<file path="config.mk">
export PLATFORM = sky130hd
export DESIGN_NAME = bcd_calendar
export DESIGN_NICKNAME = d
export VERILOG_FILES = /design/src/rtl/bcdcal_pkg.sv /design/src/rtl/bcdcal_phase.sv /design/src/rtl/bcdcal_time.sv /design/src/rtl/bcdcal_date.sv /design/src/rtl/bcd_calendar.sv
export SDC_FILE = /design/constraint.sdc
export NUM_CORES = 1
export LEC_CHECK = 0
export BUFFER_PORTS_ARGS = -buffer_cell sky130_fd_sc_hd__buf_2
export CAP_MARGIN = 20
export CORE_MARGIN = 2
export CORE_UTILIZATION = 44
export DETAILED_ROUTE_END_ITERATION = 8
export PLACE_DENSITY = 0.72
export SLEW_MARGIN = 20
export SYNTH_ARGS = -nofsm -noshare
export SYNTH_HDL_FRONTEND = slang
export SYNTH_SLANG_ARGS = --single-unit
</file>
<file path="constraint.sdc">
create_clock -name clk -period 5.8 [get_ports clk]
set_input_delay 0.58 -clock clk [delete_from_list [all_inputs] [get_ports clk]]
set_output_delay 0.58 -clock clk [all_outputs]
set_load 0.05 [all_outputs]
</file>
<file path="src/rtl/bcdcal_pkg.sv">
package bcdcal_pkg;

   localparam logic [2:0] ADDR_SEC   = 3'd0;
   localparam logic [2:0] ADDR_MIN   = 3'd1;
   localparam logic [2:0] ADDR_HOUR  = 3'd2;
   localparam logic [2:0] ADDR_WDAY  = 3'd3;
   localparam logic [2:0] ADDR_DATE  = 3'd4;
   localparam logic [2:0] ADDR_MONTH = 3'd5;
   localparam logic [2:0] ADDR_YEAR  = 3'd6;

   // Hour register flag positions (decoded by the counter)
   localparam int HOUR_MODE12_BIT = 6;
   localparam int HOUR_PM_BIT     = 5;

   // Two-digit BCD increment (no range wrap; callers handle limits)
   function automatic logic [7:0] bcd_next(input logic [7:0] v);
      if (v[3:0] >= 4'd9)
         return {v[7:4] + 4'd1, 4'd0};
      else
         return {v[7:4], v[3:0] + 4'd1};
   endfunction

   // Year (BCD) divisible by four: tens even -> ones 0/4/8, tens odd -> ones 2/6
   function automatic logic year_is_leap(input logic [7:0] yr);
      if (yr[4])
         return (yr[3:0] == 4'd2) || (yr[3:0] == 4'd6);
      else
         return (yr[3:0] == 4'd0) || (yr[3:0] == 4'd4) || (yr[3:0] == 4'd8);
   endfunction

   // Last day (BCD) of a BCD month in a BCD year
   function automatic logic [5:0] month_last(input logic [4:0] mon, input logic [7:0] yr);
      case (mon)
         5'h02:                      return year_is_leap(yr) ? 6'h29 : 6'h28;
         5'h04, 5'h06, 5'h09, 5'h11: return 6'h30;
         default:                    return 6'h31;
      endcase
   endfunction

endpackage

</file>
<file path="src/rtl/bcdcal_phase.sv">
module bcdcal_phase #(
   parameter int TICKS_PER_SEC = 4,
   localparam int PHASE_W = (TICKS_PER_SEC > 1) ? $clog2(TICKS_PER_SEC) : 1
) (
   input  logic               clk,
   input  logic               rst_n,
   input  logic               adv,
   input  logic               clr,
   output logic               sec_tick,
   output logic [PHASE_W-1:0] phase
);

   generate
      if (TICKS_PER_SEC == 1) begin : g_direct
         // Every accepted sub-tick is a whole second
         assign sec_tick = adv;
         assign phase    = '0;
      end else begin : g_divide
         logic [PHASE_W-1:0] cnt_q;
         logic               last;

         assign last     = (cnt_q == PHASE_W'(TICKS_PER_SEC - 1));
         assign sec_tick = adv & last;
         assign phase    = cnt_q;

         always_ff @(posedge clk or negedge rst_n) begin
            if (!rst_n)
               cnt_q <= '0;
            else if (clr)
               cnt_q <= '0;
            else if (adv)
               cnt_q <= last ? '0 : cnt_q + PHASE_W'(1);
         end
      end
   endgenerate

endmodule

</file>
<file path="src/rtl/bcdcal_time.sv">
module bcdcal_time
   import bcdcal_pkg::*;
(
   input  logic       clk,
   input  logic       rst_n,
   input  logic       sec_tick,
   input  logic       wr_en,
   input  logic [2:0] wr_addr,
   input  logic [7:0] wr_data,
   output logic [6:0] sec,
   output logic [6:0] min,
   output logic [6:0] hour,
   output logic       day_carry
);

   logic [6:0] sec_q, min_q, hour_q, hour_d;
   logic       sec_wrap, min_wrap, hour_day;
   logic       mode12, pm;

   assign sec_wrap = (sec_q == 7'h59);
   assign min_wrap = (min_q == 7'h59);
   assign mode12   = hour_q[HOUR_MODE12_BIT];
   assign pm       = hour_q[HOUR_PM_BIT];

   // Next hour value and whether leaving this hour ends the day
   always_comb begin
      hour_d   = hour_q;
      hour_day = 1'b0;
      if (mode12) begin
         if (hour_q[4:0] == 5'h11) begin
            hour_d   = {1'b1, ~pm, 5'h12};
            hour_day = pm;
         end else if (hour_q[4:0] == 5'h12) begin
            hour_d = {1'b1, pm, 5'h01};
         end else begin
            hour_d = {1'b1, pm, 5'(bcd_next({3'b000, hour_q[4:0]}))};
         end
      end else begin
         if (hour_q[5:0] == 6'h23) begin
            hour_d   = 7'h00;
            hour_day = 1'b1;
         end else begin
            hour_d = {1'b0, 6'(bcd_next({2'b00, hour_q[5:0]}))};
         end
      end
   end

   assign day_carry = sec_tick & sec_wrap & min_wrap & hour_day;

   always_ff @(posedge clk or negedge rst_n) begin
      if (!rst_n) begin
         sec_q  <= 7'h00;
         min_q  <= 7'h00;
         hour_q <= 7'h00;
      end else if (wr_en) begin
         case (wr_addr)
            ADDR_SEC:  sec_q  <= wr_data[6:0];
            ADDR_MIN:  min_q  <= wr_data[6:0];
            ADDR_HOUR: hour_q <= wr_data[6:0];
            default:   ;
         endcase
      end else if (sec_tick) begin
         sec_q <= sec_wrap ? 7'h00 : 7'(bcd_next({1'b0, sec_q}));
         if (sec_wrap) begin
            min_q <= min_wrap ? 7'h00 : 7'(bcd_next({1'b0, min_q}));
            if (min_wrap)
               hour_q <= hour_d;
         end
      end
   end

   assign sec  = sec_q;
   assign min  = min_q;
   assign hour = hour_q;

endmodule

</file>
<file path="src/rtl/bcdcal_date.sv">
module bcdcal_date
   import bcdcal_pkg::*;
(
   input  logic       clk,
   input  logic       rst_n,
   input  logic       day_carry,
   input  logic       wr_en,
   input  logic [2:0] wr_addr,
   input  logic [7:0] wr_data,
   output logic [2:0] wday,
   output logic [5:0] date,
   output logic [4:0] month,
   output logic [7:0] year
);

   logic [2:0] wday_q;
   logic [5:0] date_q;
   logic [4:0] mon_q;
   logic [7:0] year_q;
   logic       date_wrap, mon_wrap;

   assign date_wrap = (date_q == month_last(mon_q, year_q));
   assign mon_wrap  = (mon_q == 5'h12);

   always_ff @(posedge clk or negedge rst_n) begin
      if (!rst_n) begin
         wday_q <= 3'd1;
         date_q <= 6'h01;
         mon_q  <= 5'h01;
         year_q <= 8'h00;
      end else if (wr_en) begin
         case (wr_addr)
            ADDR_WDAY:  wday_q <= wr_data[2:0];
            ADDR_DATE:  date_q <= wr_data[5:0];
            ADDR_MONTH: mon_q  <= wr_data[4:0];
            ADDR_YEAR:  year_q <= wr_data;
            default:    ;
         endcase
      end else if (day_carry) begin
         wday_q <= (wday_q == 3'd7) ? 3'd1 : wday_q + 3'd1;
         if (date_wrap) begin
            date_q <= 6'h01;
            if (mon_wrap) begin
               mon_q  <= 5'h01;
               year_q <= (year_q == 8'h99) ? 8'h00 : bcd_next(year_q);
            end else begin
               mon_q <= 5'(bcd_next({3'b000, mon_q}));
            end
         end else begin
            date_q <= 6'(bcd_next({2'b00, date_q}));
         end
      end
   end

   assign wday  = wday_q;
   assign date  = date_q;
   assign month = mon_q;
   assign year  = year_q;

endmodule

</file>
<file path="src/rtl/bcd_calendar.sv">
module bcd_calendar
   import bcdcal_pkg::*;
#(
   parameter int TICKS_PER_SEC = 4
) (
   input  logic       clk,
   input  logic       rst_n,
   input  logic       run,
   input  logic       sub_tick,
   input  logic       wr_en,
   input  logic [2:0] wr_addr,
   input  logic [7:0] wr_data,
   input  logic [2:0] rd_addr,
   output logic [7:0] rd_data
);

   localparam int PHASE_W = (TICKS_PER_SEC > 1) ? $clog2(TICKS_PER_SEC) : 1;

   generate
      if (TICKS_PER_SEC < 1) begin : g_bad_rate
         $error("bcd_calendar: TICKS_PER_SEC must be at least 1");
      end
   endgenerate

   logic               adv, clr, sec_tick, day_carry;
   logic [PHASE_W-1:0] phase;
   logic [6:0]         sec, min, hour;
   logic [2:0]         wday;
   logic [5:0]         date;
   logic [4:0]         month;
   logic [7:0]         year;

   // A write cycle swallows any sub-tick that arrives with it
   assign adv = sub_tick & run & ~wr_en;
   assign clr = wr_en & (wr_addr == ADDR_SEC);

   bcdcal_phase #(.TICKS_PER_SEC(TICKS_PER_SEC)) u_phase (
      .clk(clk), .rst_n(rst_n), .adv(adv), .clr(clr),
      .sec_tick(sec_tick), .phase(phase)
   );

   bcdcal_time u_time (
      .clk(clk), .rst_n(rst_n), .sec_tick(sec_tick),
      .wr_en(wr_en), .wr_addr(wr_addr), .wr_data(wr_data),
      .sec(sec), .min(min), .hour(hour), .day_carry(day_carry)
   );

   bcdcal_date u_date (
      .clk(clk), .rst_n(rst_n), .day_carry(day_carry),
      .wr_en(wr_en), .wr_addr(wr_addr), .wr_data(wr_data),
      .wday(wday), .date(date), .month(month), .year(year)
   );

   always_comb begin
      case (rd_addr)
         ADDR_SEC:   rd_data = {1'b0, sec};
         ADDR_MIN:   rd_data = {1'b0, min};
         ADDR_HOUR:  rd_data = {1'b0, hour};
         ADDR_WDAY:  rd_data = {5'b0, wday};
         ADDR_DATE:  rd_data = {2'b0, date};
         ADDR_MONTH: rd_data = {3'b0, month};
         ADDR_YEAR:  rd_data = year;
         default:    rd_data = 8'h00;
      endcase
   end

endmodule

</file>
======== Word level (Yosys, flattened, before mapping) ========
Cells that the tools add are included.
storage, ports and cells
  bits of input ports ..................... 19
  logic and storage cells ................. 174
  register bits after elaboration ......... 45
cells by class
  $lt $le $gt $ge ......................... 6
  muxes and demuxes ....................... 55
  reductions and logical operators ........ 34
  equal/unequal tests ..................... 40
  add/subtract/negate cells ............... 15
  bitwise operators ....................... 9
operators with widths
  operator               count
  $mux W7                18
  $mux W8                7
  $pmux W8 S7            1
  $mux W6                7
  $mux W5                8
  $add A4 B1 Y4 const B  7
  $ge A4 B4 Y1 const B   6
  $eq A3 B3 Y1 const B   7
  $eq A5 B5 Y1 const B   4
  $reduce_and A4 Y1      4
  $reduce_bool A3 Y1     5
  $eq A7 B7 Y1 const B   2
  $ne A2 B1 Y1 const B   7
  $reduce_bool A2 Y1     7
  $eq A3 B2 Y1 const B   4
  $mux W3                4
  $pmux W6 S2            1
  $reduce_and A3 Y1      4
  $reduce_and A6 Y1      2
  $eq A5 B3 Y1 const B   2
  $add A3 B1 Y3 const B  3
  $eq A4 B3 Y1 const B   2
  $eq A8 B8 Y1 const B   1
  $and A1 B1 Y1          7
  22 further kinds       39

======== Logic depth before layout (Yosys ltp) ========
Gate-level depths: netlist of run 1.
  depth in word-level cells ............... 11
  gate-level depth with buffers ........... 9
  depth with buffers taken out ............ 9

======== Hierarchy ========
Synthesis of run 1 repeated with hierarchy kept, for this count alone.
unflattened totals
  cell total of the unflattened synthesis .. 468
  area total of the unflattened synthesis .. 4033.9 um^2
modules (own cells, without submodules)
  module        instances  cells an instance  area an instance (um^2)
  bcdcal_date   1          229                1864.3
  bcdcal_time   1          175                1641.6
  bcd_calendar  1          55                 421.7
  bcdcal_phase  1          9                  106.4

======== Worst setup path after synthesis of run 1 ========
No wires, ideal clock.
  path type ............................... in2out
  from .................................... input port rd_addr[1]
  to ...................................... output port rd_data[6]
  arrival time ............................ 2544 ps
  required time ........................... 5220 ps
  slack ................................... 2676 ps
  stages .................................. 6
  cells stage by stage .................... clkbuf_1 clkbuf_1 mux2i_1 nor2_1 a21oi_1 o21ai_0
between the ends
  longest elaborated chain between the ends .. 2
  elaborated cells on any way between the ends .. 8
ends and longest elaborated chain
  what                                        RTL line            text
  from (decl)                                 bcd_calendar.sv:13  input logic [2:0] rd_addr,
  $eq A3 B3 Y1, or another cell as far along  bcd_calendar.sv:55  case (rd_addr)
  $pmux W8 S7 *                               bcd_calendar.sv:55
  to (decl)                                   bcd_calendar.sv:14  output logic [7:0] rd_data
Mark *: on every way between the ends. The rest lies on a longest branch, timed or not.

======== Worst setup path in the final report of run 1 ========
  from .................................... register u_date.mon_q[0] (netlist: u_date.month[0])
  to ...................................... register u_date.date_q[5] (netlist: u_date.date[5])
between the ends
  longest elaborated chain between the ends .. 7
  elaborated cells on any way between the ends .. 13
ends and longest elaborated chain
  what                                        RTL line           text
  from (decl)                                 bcdcal_date.sv:18  logic [4:0] mon_q;
  from (signal assigned)                      bcdcal_date.sv:35  ADDR_MONTH: mon_q <= wr_data[4:0];
  from (signal assigned)                      bcdcal_date.sv:47  mon_q <= 5'(bcd_next({3'b000, mon_q}));
  $eq A5 B3 Y1, or another cell as far along  bcdcal_pkg.sv:33   case (mon)
  $reduce_or A4 Y1                            bcdcal_pkg.sv:33
  $pmux W6 S2 *                               bcdcal_pkg.sv:33
  $eq A6 B6 Y1 *                              bcdcal_date.sv:22  assign date_wrap = (date_q == month_last(mon_q, year_q));
  $mux W6                                     bcdcal_date.sv:41  if (date_wrap) begin
  $mux W6                                     bcdcal_date.sv:39  end else if (day_carry) begin
  $mux W6                                     bcdcal_date.sv:31  end else if (wr_en) begin
  to (signal assigned)                        bcdcal_date.sv:34  ADDR_DATE: date_q <= wr_data[5:0];
  to (signal assigned)                        bcdcal_date.sv:50  date_q <= 6'(bcd_next({2'b00, date_q}));
  to (decl)                                   bcdcal_date.sv:17  logic [5:0] date_q;
Mark *: on every way between the ends. The rest lies on a longest branch, timed or not. The select of a mux whose other input is x is not followed.
A chain may end at the register's enable or synchronous reset.

==> Flow_metrics.wiki, run 1 <==
{| class="wikitable"
! Metric !! Value
|-
| Clock tree root driver cell || clkbuf_8
|-
| Number of detailed-routing iterations run before antenna repair || 6
|-
| Crit Path Category || reg2reg
|-
| Global-route wire length before repair || ~16 mm
|-
| Clock Tree Buf Depth || 2
|-
| Final period utilization || 48.9%
|-
| Global-route usage over all layers || ~23%
|-
| Library cell with the highest instance count after synthesis || nor2_1
|-
| Busiest layer in global routing || met2
|-
| Flip-flop and latch count after synthesis || 45
|-
| Number of buffers inserted by port buffering || 26
|-
| Die footprint || about 0.009 mm²
|-
| Number of antenna-violating nets in the routed design || 0
|-
| Unrepaired setup endpoints after global routing || no
|-
| Comb power frac || approximately two fifths
|-
| Number of enable-type register cells in the synthesized netlist || 0
|-
| GR Util met3 || 4.31%
|-
| Dpl cells || 546
|-
| Number of nets in the layout || 500
|-
| GP Congestion || between 0.9 and 1
|-
| Run status || finished clean
|-
| CTS-repair resized insts || 0
|-
| GR Overflow Total || 0
|-
| Setup repair bufs after CTS || 0
|-
| Largest net degree at the start of global routing || 46
|-
| DR DRC count || 0
|-
| Reg-to-reg slack, setup || ~3000 ps
|-
| Endpoint type of the worst setup path || flop
|-
| Number of antenna violations at the first check in global routing || 0
|-
| Maximum resistive drop on vdd || 0.000184 V
|-
| Final sum of negative setup slack || 0 ps
|-
| Hold Vio Cnt, Final || 0
|-
| Routed wire length || roughly 10 mm
|-
| Leading cell types by count after synthesis || nor2_1, dfrtp_1, o21ai_0, nand2_1, ha_1
|-
| Post-synthesis sequential area ratio || 31.3%
|-
| Average cell area after synthesis || roughly 8.3 µm²
|-
| # H-tree levels || 2
|-
| CTS tree || yes
|-
| Crit path max fanout || 7
|-
| Cts-stage hold buffer count || 0
|-
| Worst min-delay path class || in2async
|-
| Clock net sink count || between 40 and 50
|-
| Core area || between 0.008 and 0.009 mm²
|-
| Initial Utilization || 44.7%
|-
| Count of max-cap constraint violations || 0
|-
| Distinct cells, synth || 61
|-
| Sw frac || about 45%
|-
| Site Rows || 33
|-
| Post-layout utilization of the core || 47.7%
|-
| Net count of the mapped netlist || slightly below 500
|-
| Lkg Pwr || between 1.5 and 2 nW
|-
| Max transition margin || 41.6%
|-
| Startpoint type of the worst setup path || flop
|-
| Via-to-Cell Ratio || 6.08
|-
| Met1 layer usage reported by global route || a little under a third
|-
| Clock share of power || around 15%
|-
| Data arrival time at the worst-slack endpoint || ~3000 ps
|-
| Worst Path Required || 5990 ps
|-
| Post-synth top area cell || dfrtp_1
|-
| Internal power || about 0.73 mW
|-
| Worst hold-check slack || approximately 270 ps
|-
| Height of the die || around 95 µm
|-
| Clock-pin transition on the worst setup and hold timing paths || 100 ps
|-
| Global routing met2 resource utilization || a little over a third
|-
| Area growth from synthesis to layout || 6.82%
|-
| Final number of setup-violating endpoints || 0
|-
| Mapped cell area || about 0.0036 mm²
|-
| Count of final max-slew check failures || 0
|-
| Total power divided by cell area || between 300 and 400 mW/mm²
|-
| Yosys top cell area share || ~29%
|-
| Count of antenna diodes in the layout || 0
|-
| Proportion of register bits with asynchronous set or reset after synthesis || 100%
|-
| Top FF cell, synth || dfrtp_1
|-
| Sum of net half-perimeters after detailed placement || between 7 and 8 mm
|-
| Worst Tran Pin Value || between 800 and 900 ps
|-
| Proportion of layout cells with a drive suffix above 1 || between 10% and 20%
|-
| Worst clock skew || ~21 ps
|-
| Synthesized instance count || approximately 430
|-
| Via Count || roughly 3.4k
|-
| Top post-synthesis cells by area || dfrtp_1, ha_1, o21ai_0
|-
| Highest clock frequency the design can meet || approximately 350 MHz
|-
| Inserted Clock Buffers || 5
|-
| Sequential cell fraction of total power || around 44%
|-
| Die boundary width || approximately 95 µm
|-
| Clock latency on the worst-skew pair || around 310 ps
|-
| Number of warnings printed during yosys synthesis || 0
|-
| Top-level I/O count || 27
|-
| Post-detailed-route wirelength per cell || ~18 µm
|-
| Final instance count without filler cells || between 500 and 600
|-
| Number of global-route vias before repair || ~3.1k
|-
| Initial drt markers || between 300 and 400
|-
| Post-layout minimum cycle time || approximately 2800 ps
|-
| Net switching power || 0.585 mW
|}
-- layer usage --
metal,part of all wire (%),vias to the layer above
met5,0,-
met1,46,1614
met3,7.2,17
met4,1.6,0
met2,46,146
li1,-,1594
-- worst paths after layout --
| check | to | depth (start not counted) | startpoint |
|---|---|---|---|
| max in group asynchronous | u_phase.phase[1] | 1 | rst_n |
| worst min register to register | u_date.wday[0] | 2 | u_date.wday[0] |
| worst max register to register | u_date.date[5] | 9 | u_date.month[0] |
| worst max-delay path | u_date.date[5] | 9 | u_date.month[0] |
| min in group clk | u_date.wday[0] | 2 | u_date.wday[0] |
| worst min-delay path | u_date.month[1] | 1 | rst_n |
-- sequential cells by signal, summed over array words and instances (netlist names) --
signal and count:
u_date.year 8, u_time.hour 7, u_time.min 7, u_time.sec 7, u_date.date 6, u_date.month 5, u_date.wday 3, u_phase.phase 2
-- power by group through the flow --
stage | clock [mW] | combinational (mW) | sequential, mW
after floorplan | 0 | 0.450 | 0.505
after global placement | 0 | 0.516 | 0.572
after detailed placement | 0 | 0.533 | 0.577
after CTS | 0.200 | 0.538 | 0.571
after global routing | 0.216 | 0.612 | 0.589
final | 0.198 | 0.540 | 0.575
-- metrics by stage --
| step | cell area (µm²) | setup WS [ps] | total power, mW |
|---|---|---|---|
| floorplan | 3610 | 2680 | 0.954 |
| global placement | 3770 | 2860 | 1.09 |
| detailed placement | 3770 | 2780 | 1.11 |
| CTS | 3860 | 2970 | 1.31 |
| global route | 3860 | 2750 | 1.42 |
| finish | 3860 | 2960 | 1.31 |
-- kinds of logic (layout without fill, tap and decap cells) --
family                     Yosys count  after routing  share of synthesized area (%)
DFF                                 45             45                           31.3
AOI/OAI and AO/OA                  135            135                           23.5
buffers and inverters               47             62                           5.68
xor gates and xnor gates             2              2                          0.485
and+or+nand+nor                    151            151                           21.0
adders and majority gates           33             33                           11.4
muxes                               21             21                           6.65
-- final cells by class --
class	instances	area (µm²)
fill	815	4230
multi-input combinational	342	2280
sequential	45	1130
timing repair buffer	26	133
tap	105	131
inverter	28	105
clock buffer	6	72.6
clock inverter	2	10.0
-- worst max-delay path, stage by stage (launching register included) --
cell	delay [ps]
dfstp_2	410
inv_1	130
ha_1	210
or4b_4	500
a31oi_1	160
a211o_1	180
mux2_4	370
nor3_1	440
nor3_1	130
o21a_1	200
-- cells in the final DEF, fill, tap and decap left out, types with 4 or more instances in the layout --
| cell type | count |
|---|---|
| nand3_1 | 16 |
| nor2_1 | 43 |
| and2_1 | 4 |
| o21ai_0 | 37 |
| dfrtp_1 | 42 |
| nand2_1 | 35 |
| o211ai_1 | 4 |
| nand2b_1 | 6 |
| mux2i_1 | 9 |
| nor2b_1 | 4 |
| a211oi_1 | 4 |
| o22ai_1 | 7 |
| a21o_1 | 4 |
| nor4_1 | 5 |
| a22oi_1 | 5 |
| buf_2 | 25 |
| nor3_1 | 10 |
| inv_1 | 28 |
| o31a_1 | 5 |
| and3_1 | 6 |
| a31oi_1 | 14 |
| nor3b_1 | 6 |
| ha_1 | 33 |
| a21oi_1 | 30 |
| mux2_2 | 10 |
| clkbuf_8 | 5 |
Power figures use the tool's default switching activity.
==> run 2, diff against run 1 <==
Clock period 5.8 ns to 2.7 ns, I/O delays scaled along.
==> Flow_metrics.wiki, run 2 (synthesis gave the netlist of run 1 again) <==
{| class="wikitable"
! Metric !! Value
|-
| GR Overflow Total || 0 (unchanged)
|-
| Global-route usage over all layers || 24.2% (+1.3 points)
|-
| Via-to-Cell Ratio || 6.16 (+1.3%)
|-
| DR DRC count || 0 (unchanged)
|-
| Core area || 0.00809 mm² (unchanged)
|-
| Start of the worst register-to-register path || u_date.month[1]
|-
| Clock-pin transition on the worst setup and hold timing paths || 90 ps (about the same)
|-
| Clock latency on the worst-skew pair || 310 ps (about the same)
|-
| Most frequent cells in the layout || nor2_1, dfrtp_1, o21ai_0
|-
| Area of all placed cells without fillers || 0.00396 mm² (+2.6%)
|-
| Worst min-delay path class || in2async
|-
| Post-detailed-route wirelength per cell || 18.1 µm (+1.3%)
|-
| Largest net degree at the start of global routing || 46 (unchanged)
|-
| Initial drt markers || 360 (+9.1%)
|-
| Run status || complete, but fails checks
|-
| Final period utilization || 96.8% (+48 points)
|-
| Startpoint type of the worst setup path || flop
|-
| Critical path destination || u_date.date[4]
|-
| Final number of setup-violating endpoints || 0 (unchanged)
|-
| Post-layout minimum cycle time || 2610 ps (-223 ps)
|-
| Worst reg2reg endpoint || u_date.date[4]
|-
| Category of cells accounting for the largest share of critical-path delay || compound AO/OA/AOI/OAI gates
|-
| Crit path max fanout || 7 (unchanged)
|-
| Cell area reported after detailed placement || 0.00385 mm² (+2.0%)
|-
| CP Depth || 8 (-1)
|-
| Global-route wire length before repair || 16.8 mm (+6.7%)
|-
| Sum of net half-perimeters after detailed placement || 7.54 mm (+3.6%)
|-
| Clock Tree Buf Depth || 2 (unchanged)
|-
| Proportion of layout cells with a drive suffix above 1 || 15.2% (+2.5 points)
|-
| Initial Utilization || 44.7% (unchanged)
|-
| First element of the critical path || u_date.month[1]
|-
| Count of final max-slew check failures || 0 (unchanged)
|-
| Count of max-cap constraint violations || 0 (unchanged)
|-
| Count of antenna diodes in the layout || 0 (unchanged)
|-
| Number of detailed-routing iterations run before antenna repair || 6 (unchanged)
|-
| GP Congestion || 0.919 (-2.9%)
|-
| Hold Vio Cnt, Final || 42 (+42)
|-
| Count of buffer and inverter cells on the critical path || 0 (-1)
|-
| Max reg flops || 8 (unchanged)
|-
| Cts-stage hold buffer count || 0 (unchanged)
|-
| Die footprint || 0.00895 mm² (unchanged)
|-
| Lkg Pwr || 1.77 nW (+3.0%)
|-
| Cells along the critical path || ha_2 > or4b_4 > a31oi_1 > a211o_1 > mux2_4 > or2_4 > o41a_1 > o21ai_1
|-
| Height of the die || 94.6 µm (unchanged)
|-
| Longest individual stage delay on the worst path || 470 ps (-30 ps)
|-
| # H-tree levels || 2 (unchanged)
|-
| Total power divided by cell area || 726 mW/mm² (+110%)
|-
| Clock tree root driver cell || clkbuf_8
|-
| Reg-to-reg slack, setup || 90 ps (-2880 ps)
|-
| Area growth from synthesis to layout || 9.56%
|-
| Crit Path Category || reg2reg
|-
| Site Rows || 33 (unchanged)
|-
| Clock net sink count || 45 (unchanged)
|-
| Violated checks || negative hold slack
|-
| Number of antenna-violating nets in the routed design || 0 (unchanged)
|-
| Worst Path Required || 2940 ps (-3050 ps)
|-
| Inserted Clock Buffers || 5 (unchanged)
|-
| CTS tree || yes
|-
| Highest clock frequency the design can meet || 383 MHz (+8.5%)
|-
| Routed wire length || 10.3 mm (+3.5%)
|-
| Max transition margin || 49.9% (+8.3 points)
|-
| Cell depth of the worst flop-to-flop path || 8 (-1)
|-
| Number of antenna violations at the first check in global routing || 0 (unchanged)
|-
| Via Count || 3,488 (+3.5%)
|-
| Number of nets in the layout || 512 (+2.4%)
|-
| Endpoint type of the worst setup path || flop
|-
| Worst clock skew || 11.5 ps (-9.79 ps)
|-
| Total power of the final layout || 2.87 mW (+120%)
|-
| Number of global-route vias before repair || 3,325 (+8.7%)
|-
| Unrepaired setup endpoints after global routing || no
|-
| Data arrival time at the worst-slack endpoint || 2850 ps (-180 ps)
|-
| Maximum resistive drop on vdd || 0.000402 V (+120%)
|-
| Worst Tran Pin Value || 744 ps (-128 ps)
|-
| Final sum of negative setup slack || 0 ps (unchanged)
|-
| Worst hold-check slack || -43.7 ps (-310 ps)
|-
| Top-level I/O count || 27 (unchanged)
|-
| Die boundary width || 94.6 µm (unchanged)
|-
| Number of buffers inserted by port buffering || 26 (unchanged)
|-
| Slowest cell on the critical path || or4b_4
|}
[run 2: worst min-delay path by stage]
stage	endpoint	from	slack, ps
6_report	u_date.year[3]	rst_n	-40
5_1_grt	u_date.year[3]	rst_n	9
4_1_cts	u_date.month[3]	rst_n	190
3_5_place_dp	u_date.wday[1]	u_date.wday[1]	510
3_3_place_gp	u_date.wday[0]	u_date.wday[0]	490
2_1_floorplan	u_date.date[1]	rst_n	-30
[run 2: metrics by stage]
step | std cells | util [%] | worst slack, ps
after detailed placement | 556 | 47.6 | 60.3
after global placement | 556 | 47.6 | 161
final | 566 | 48.9 | 86.9
after global routing | 566 | 48.9 | 16.9
after floorplan | 434 | - | 186
after CTS | 564 | 48.6 | 51.4
[run 2: report_power, final]
part           switching, mW  leakage, nW  internal (mW)  total [mW]
logic                  0.704         1.19          0.518        1.22
registers              0.329        0.538          0.895        1.22
clock network          0.244       0.0395          0.185       0.429
total                   1.28         1.77           1.60        2.87
[run 2: worst register-to-register path, delay by kind of cell, from the launching register on]
kind | cells | cell delay [ps]
AOI/OAI and AO/OA | 4 | 810
adders and majority gates | 1 | 220
DFF | 1 | 430
muxes | 1 | 350
and+or+nand+nor | 2 | 720
[run 2: routing by layer]
layer / global-route usage [%] / vias to the layer above / wire length (µm)
met1: 33.0 / 1682 / 4290
met3: 3.27 / 20 / 870
met4: 9.30 / 0 / 220
li1: - / 1632 / -
met2: 39.1 / 154 / 4890
met5: 0 / - / 0
[run 2: layout make-up]
class	instances	area, µm²
fill	798	4130
sequential	45	1130
timing repair buffer	38	223
inverter	28	105
tap	105	131
multi-input combinational	342	2290
clock buffer	8	80.1
[run 2: what timing repair did]
| item | 4_1_cts | 5_1_grt |
|---|---|---|
| gates resized for setup | 0 | 3 |
| endpoints found under the setup margin | 0 | 11 |
| setup buffers | 0 | 2 |
==> run 3, diff against run 2 <==
Settings changed: ABC_AREA from default to 1, BUFFER_PORTS_ARGS -buffer_cell sky130_fd_sc_hd__buf_2 to default, DONT_BUFFER_PORTS from default to 1, PLACE_DENSITY 0.72 to 0.7.
==> Flow_metrics.wiki, run 3 <==
{| class="wikitable"
! Metric !! Value
|-
| Worst min-delay path class || in2reg
|-
| Hold Vio Cnt, Final || 0 (-100%)
|-
| GP Congestion || 0.978 (+6.4%)
|-
| Initial drt markers || 283 (-21%)
|-
| Count of antenna diodes in the layout || 0 (unchanged)
|-
| Unrepaired setup endpoints after global routing || no
|-
| Clock latency on the worst-skew pair || 310 ps (about the same)
|-
| # H-tree levels || 2 (unchanged)
|-
| Clock tree root driver cell || clkbuf_8
|-
| Number of warnings printed during yosys synthesis || 0 (unchanged)
|-
| Clock-pin transition on the worst setup and hold timing paths || 90 ps (about the same)
|-
| Site Rows || 33 (unchanged)
|-
| Total power divided by cell area || 710 mW/mm² (-2.2%)
|-
| Startpoint type of the worst setup path || flop
|-
| Global-route wire length before repair || 16.7 mm (-0.70%)
|-
| Via Count || 3,459 (-0.83%)
|-
| Multi-input logic area || 0.00223 mm² (-2.8%)
|-
| Initial Utilization || 45.1% (+0.40 points)
|-
| Cell depth of the worst min-delay path || 2
|-
| Number of buffers inserted by port buffering || 0 (-100%)
|-
| Number of antenna violations at the first check in global routing || 0 (unchanged)
|-
| Top FF cell, synth || dfrtp_1
|-
| Final number of setup-violating endpoints || 0 (unchanged)
|-
| Die footprint || 0.00908 mm² (+1.4%)
|-
| Inserted Clock Buffers || 5 (unchanged)
|-
| Final instance count without filler cells || 618 (+9.2%)
|-
| Number of detailed-routing iterations run before antenna repair || 5 (-1)
|-
| Sum of net half-perimeters after detailed placement || 7.41 mm (-1.7%)
|-
| Crit path max fanout || 16 (+9)
|-
| Seq. cell area || 0.00113 mm² (unchanged)
|-
| Worst Tran Pin Value || 611 ps (-133 ps)
|-
| Max reg flops || 8 (unchanged)
|-
| Post-layout minimum cycle time || 2070 ps (-546 ps)
|-
| Worst clock skew || 9.20 ps (-2.25 ps)
|-
| Area growth from synthesis to layout || 7.61%
|-
| Count of max-cap constraint violations || 0 (unchanged)
|-
| Core area || 0.00813 mm² (+0.51%)
|-
| Post-detailed-route wirelength per cell || 15.9 µm (-12%)
|-
| CTS tree || yes
|-
| Worst Path Required || 2910 ps (-30 ps)
|-
| Number of nets in the layout || 564 (+10%)
|-
| Proportion of register bits with asynchronous set or reset after synthesis || 100% (unchanged)
|-
| Count of final max-slew check failures || 0 (unchanged)
|-
| Top-level I/O count || 27 (unchanged)
|-
| Largest net degree at the start of global routing || 46 (unchanged)
|-
| Average cell area after synthesis || 7.27 µm² (-13%)
|-
| Mapped cell area || 0.00366 mm² (+1.4%)
|-
| Number of enable-type register cells in the synthesized netlist || 0 (unchanged)
|-
| Post-synth top area cell || dfrtp_1
|-
| Final sum of negative setup slack || 0 ps (unchanged)
|-
| Flip-flop and latch count after synthesis || 45 (unchanged)
|-
| Lkg Pwr || 1.91 nW (+8.2%)
|-
| Via-to-Cell Ratio || 5.60 (-9.2%)
|-
| Synthesized instance count || 504 (+16%)
|-
| Clock Tree Buf Depth || 2 (unchanged)
|-
| Library cell with the highest instance count after synthesis || nand2_1
|-
| Highest clock frequency the design can meet || 484 MHz (+26%)
|-
| Run status || finished clean
|-
| Distinct cells, synth || 45 (-26%)
|-
| Maximum resistive drop on vdd || 0.000319 V (-21%)
|-
| Most frequent standard cell in the layout excluding fill and tap cells || nand2_1
|-
| Most frequent cells in the layout || nand2_1, inv_1, nor2_1
|-
| Global-route usage over all layers || 23.8% (-0.40 points)
|-
| Number of global-route vias before repair || 3,331 (+0.18%)
|-
| Data arrival time at the worst-slack endpoint || 2270 ps (-580 ps)
|-
| Routed wire length || 9.81 mm (-4.4%)
|-
| Die boundary width || 95.3 µm (+0.68%)
|-
| Net count of the mapped netlist || 556 (+14%)
|-
| CTS-repair resized insts || 0 (unchanged)
|-
| Clock net sink count || 45 (unchanged)
|-
| GR Overflow Total || 0 (unchanged)
|-
| Top post-synthesis cells by area || dfrtp_1, nand2_1, ha_1
|-
| Final period utilization || 76.5% (-20 points)
|-
| Proportion of layout cells with a drive suffix above 1 || 7.60% (-7.6 points)
|-
| Post-synthesis sequential area ratio || 30.8% (-0.44 points)
|-
| Leading cell types by count after synthesis || nand2_1, inv_1, nor2_1, dfrtp_1, nand3_1
|-
| Dpl cells || 608 (+9.4%)
|-
| Crit Path Category || reg2reg
|-
| # fillers || 769 (-3.6%)
|-
| Yosys top cell area share || 28.7% (-0.41 points)
|-
| Cell depth of the worst flop-to-flop path || 12 (+4)
|-
| Endpoint type of the worst setup path || flop
|-
| Height of the die || 95.3 µm (+0.68%)
|-
| Max transition margin || 59.1% (+9.2 points)
|-
| DR DRC count || 0 (unchanged)
|-
| Number of antenna-violating nets in the routed design || 0 (unchanged)
|}
==> run 3: cell count changes in the layout (fill, tap and decap cells not counted), moves of 9 or more <==
cell and change:
nand2_1 +87, inv_1 +36, buf_2 -25, nand3_1 +25, a21oi_1 -13, mux2_2 -9, xor2_1 +9
==> run 3: routing by layer <==
metal,vias to the layer above,global-route usage [%],routed length [µm]
met5,-,0,0
met3,22,4.35,552
li1,1697,-,-
met4,0,8.33,286
met1,1622,31.4,4270
met2,118,39.1,4700
==> run 3: final timing paths <==
kind                                 startpoint          endpoint  slack (ps)
max in group asynchronous                 rst_n   u_date.month[0]        1950
worst min-delay path                        run  u_phase.phase[1]         170
min in group asynchronous                 rst_n    u_time.hour[5]         480
worst min register to register   u_date.date[0]    u_date.date[0]         530
worst max-delay path            u_date.month[0]    u_date.year[4]         630
worst max register to register  u_date.month[0]    u_date.year[4]         630
==> run 3: layout make-up <==
class | count | area share (%)
Sequential cell | 45 | 28.6
Timing Repair Buffer | 8 | 2.09
Inverter | 68 | 6.54
Clock inverter | 1 | 0.761
Clock buffer | 7 | 2.19
Multi-Input combinational cell | 384 | 56.4
Tap cell | 105 | 3.33
==> run 3: power breakdown <==
part / switching (mW) / internal (mW)
registers: 0.251 / 0.869
logic: 0.714 / 0.417
clock network: 0.248 / 0.302
total: 1.21 / 1.59
==> run 3: cells by family after synthesis <==
group                      count (synthesis)  synth area share, %
buffers and inverters                     75                 8.43
and+or+nand+nor                          246                 31.0
xor gates and xnor gates                  14                 3.35
AOI/OAI and AO/OA                         89                 14.5
muxes                                      2                0.580
adders and majority gates                 33                 11.3
DFF                                       45                 30.8
==> run 3: stage by stage <==
step	total power, mW	hold slack (ps)	area, µm²	worst slack (ps)	util [%]
global placement	2.19	-24.1	3790	721	46.6
global route	3.04	176	3940	397	48.5
finish	2.80	167	3940	633	48.5
CTS	2.80	166	3940	621	48.5
floorplan	1.95	-25.6	3660	619	-
detailed placement	2.22	-23.8	3790	641	46.6
==> run 3: what timing repair did <==
| action | in CTS | in global routing |
|---|---|---|
| setup buffers | 0 | 0 |
| hold endpoints to repair | 45 | 0 |
| hold buffers | 2 | 0 |
| endpoints found under the setup margin | 0 | 0 |
==> run 3: worst max-delay path: stages (launching register included) <==
cell and delay [ps]:
dfstp_2 590, inv_1 100, ha_1 280, nand4_1 110, nand2_1 50, nor2_1 120
nand2_1 60, nand2_1 90, nand3_4 140, nand2_8 150, nand3_2 110, nand2_1 90
nand2_1 50
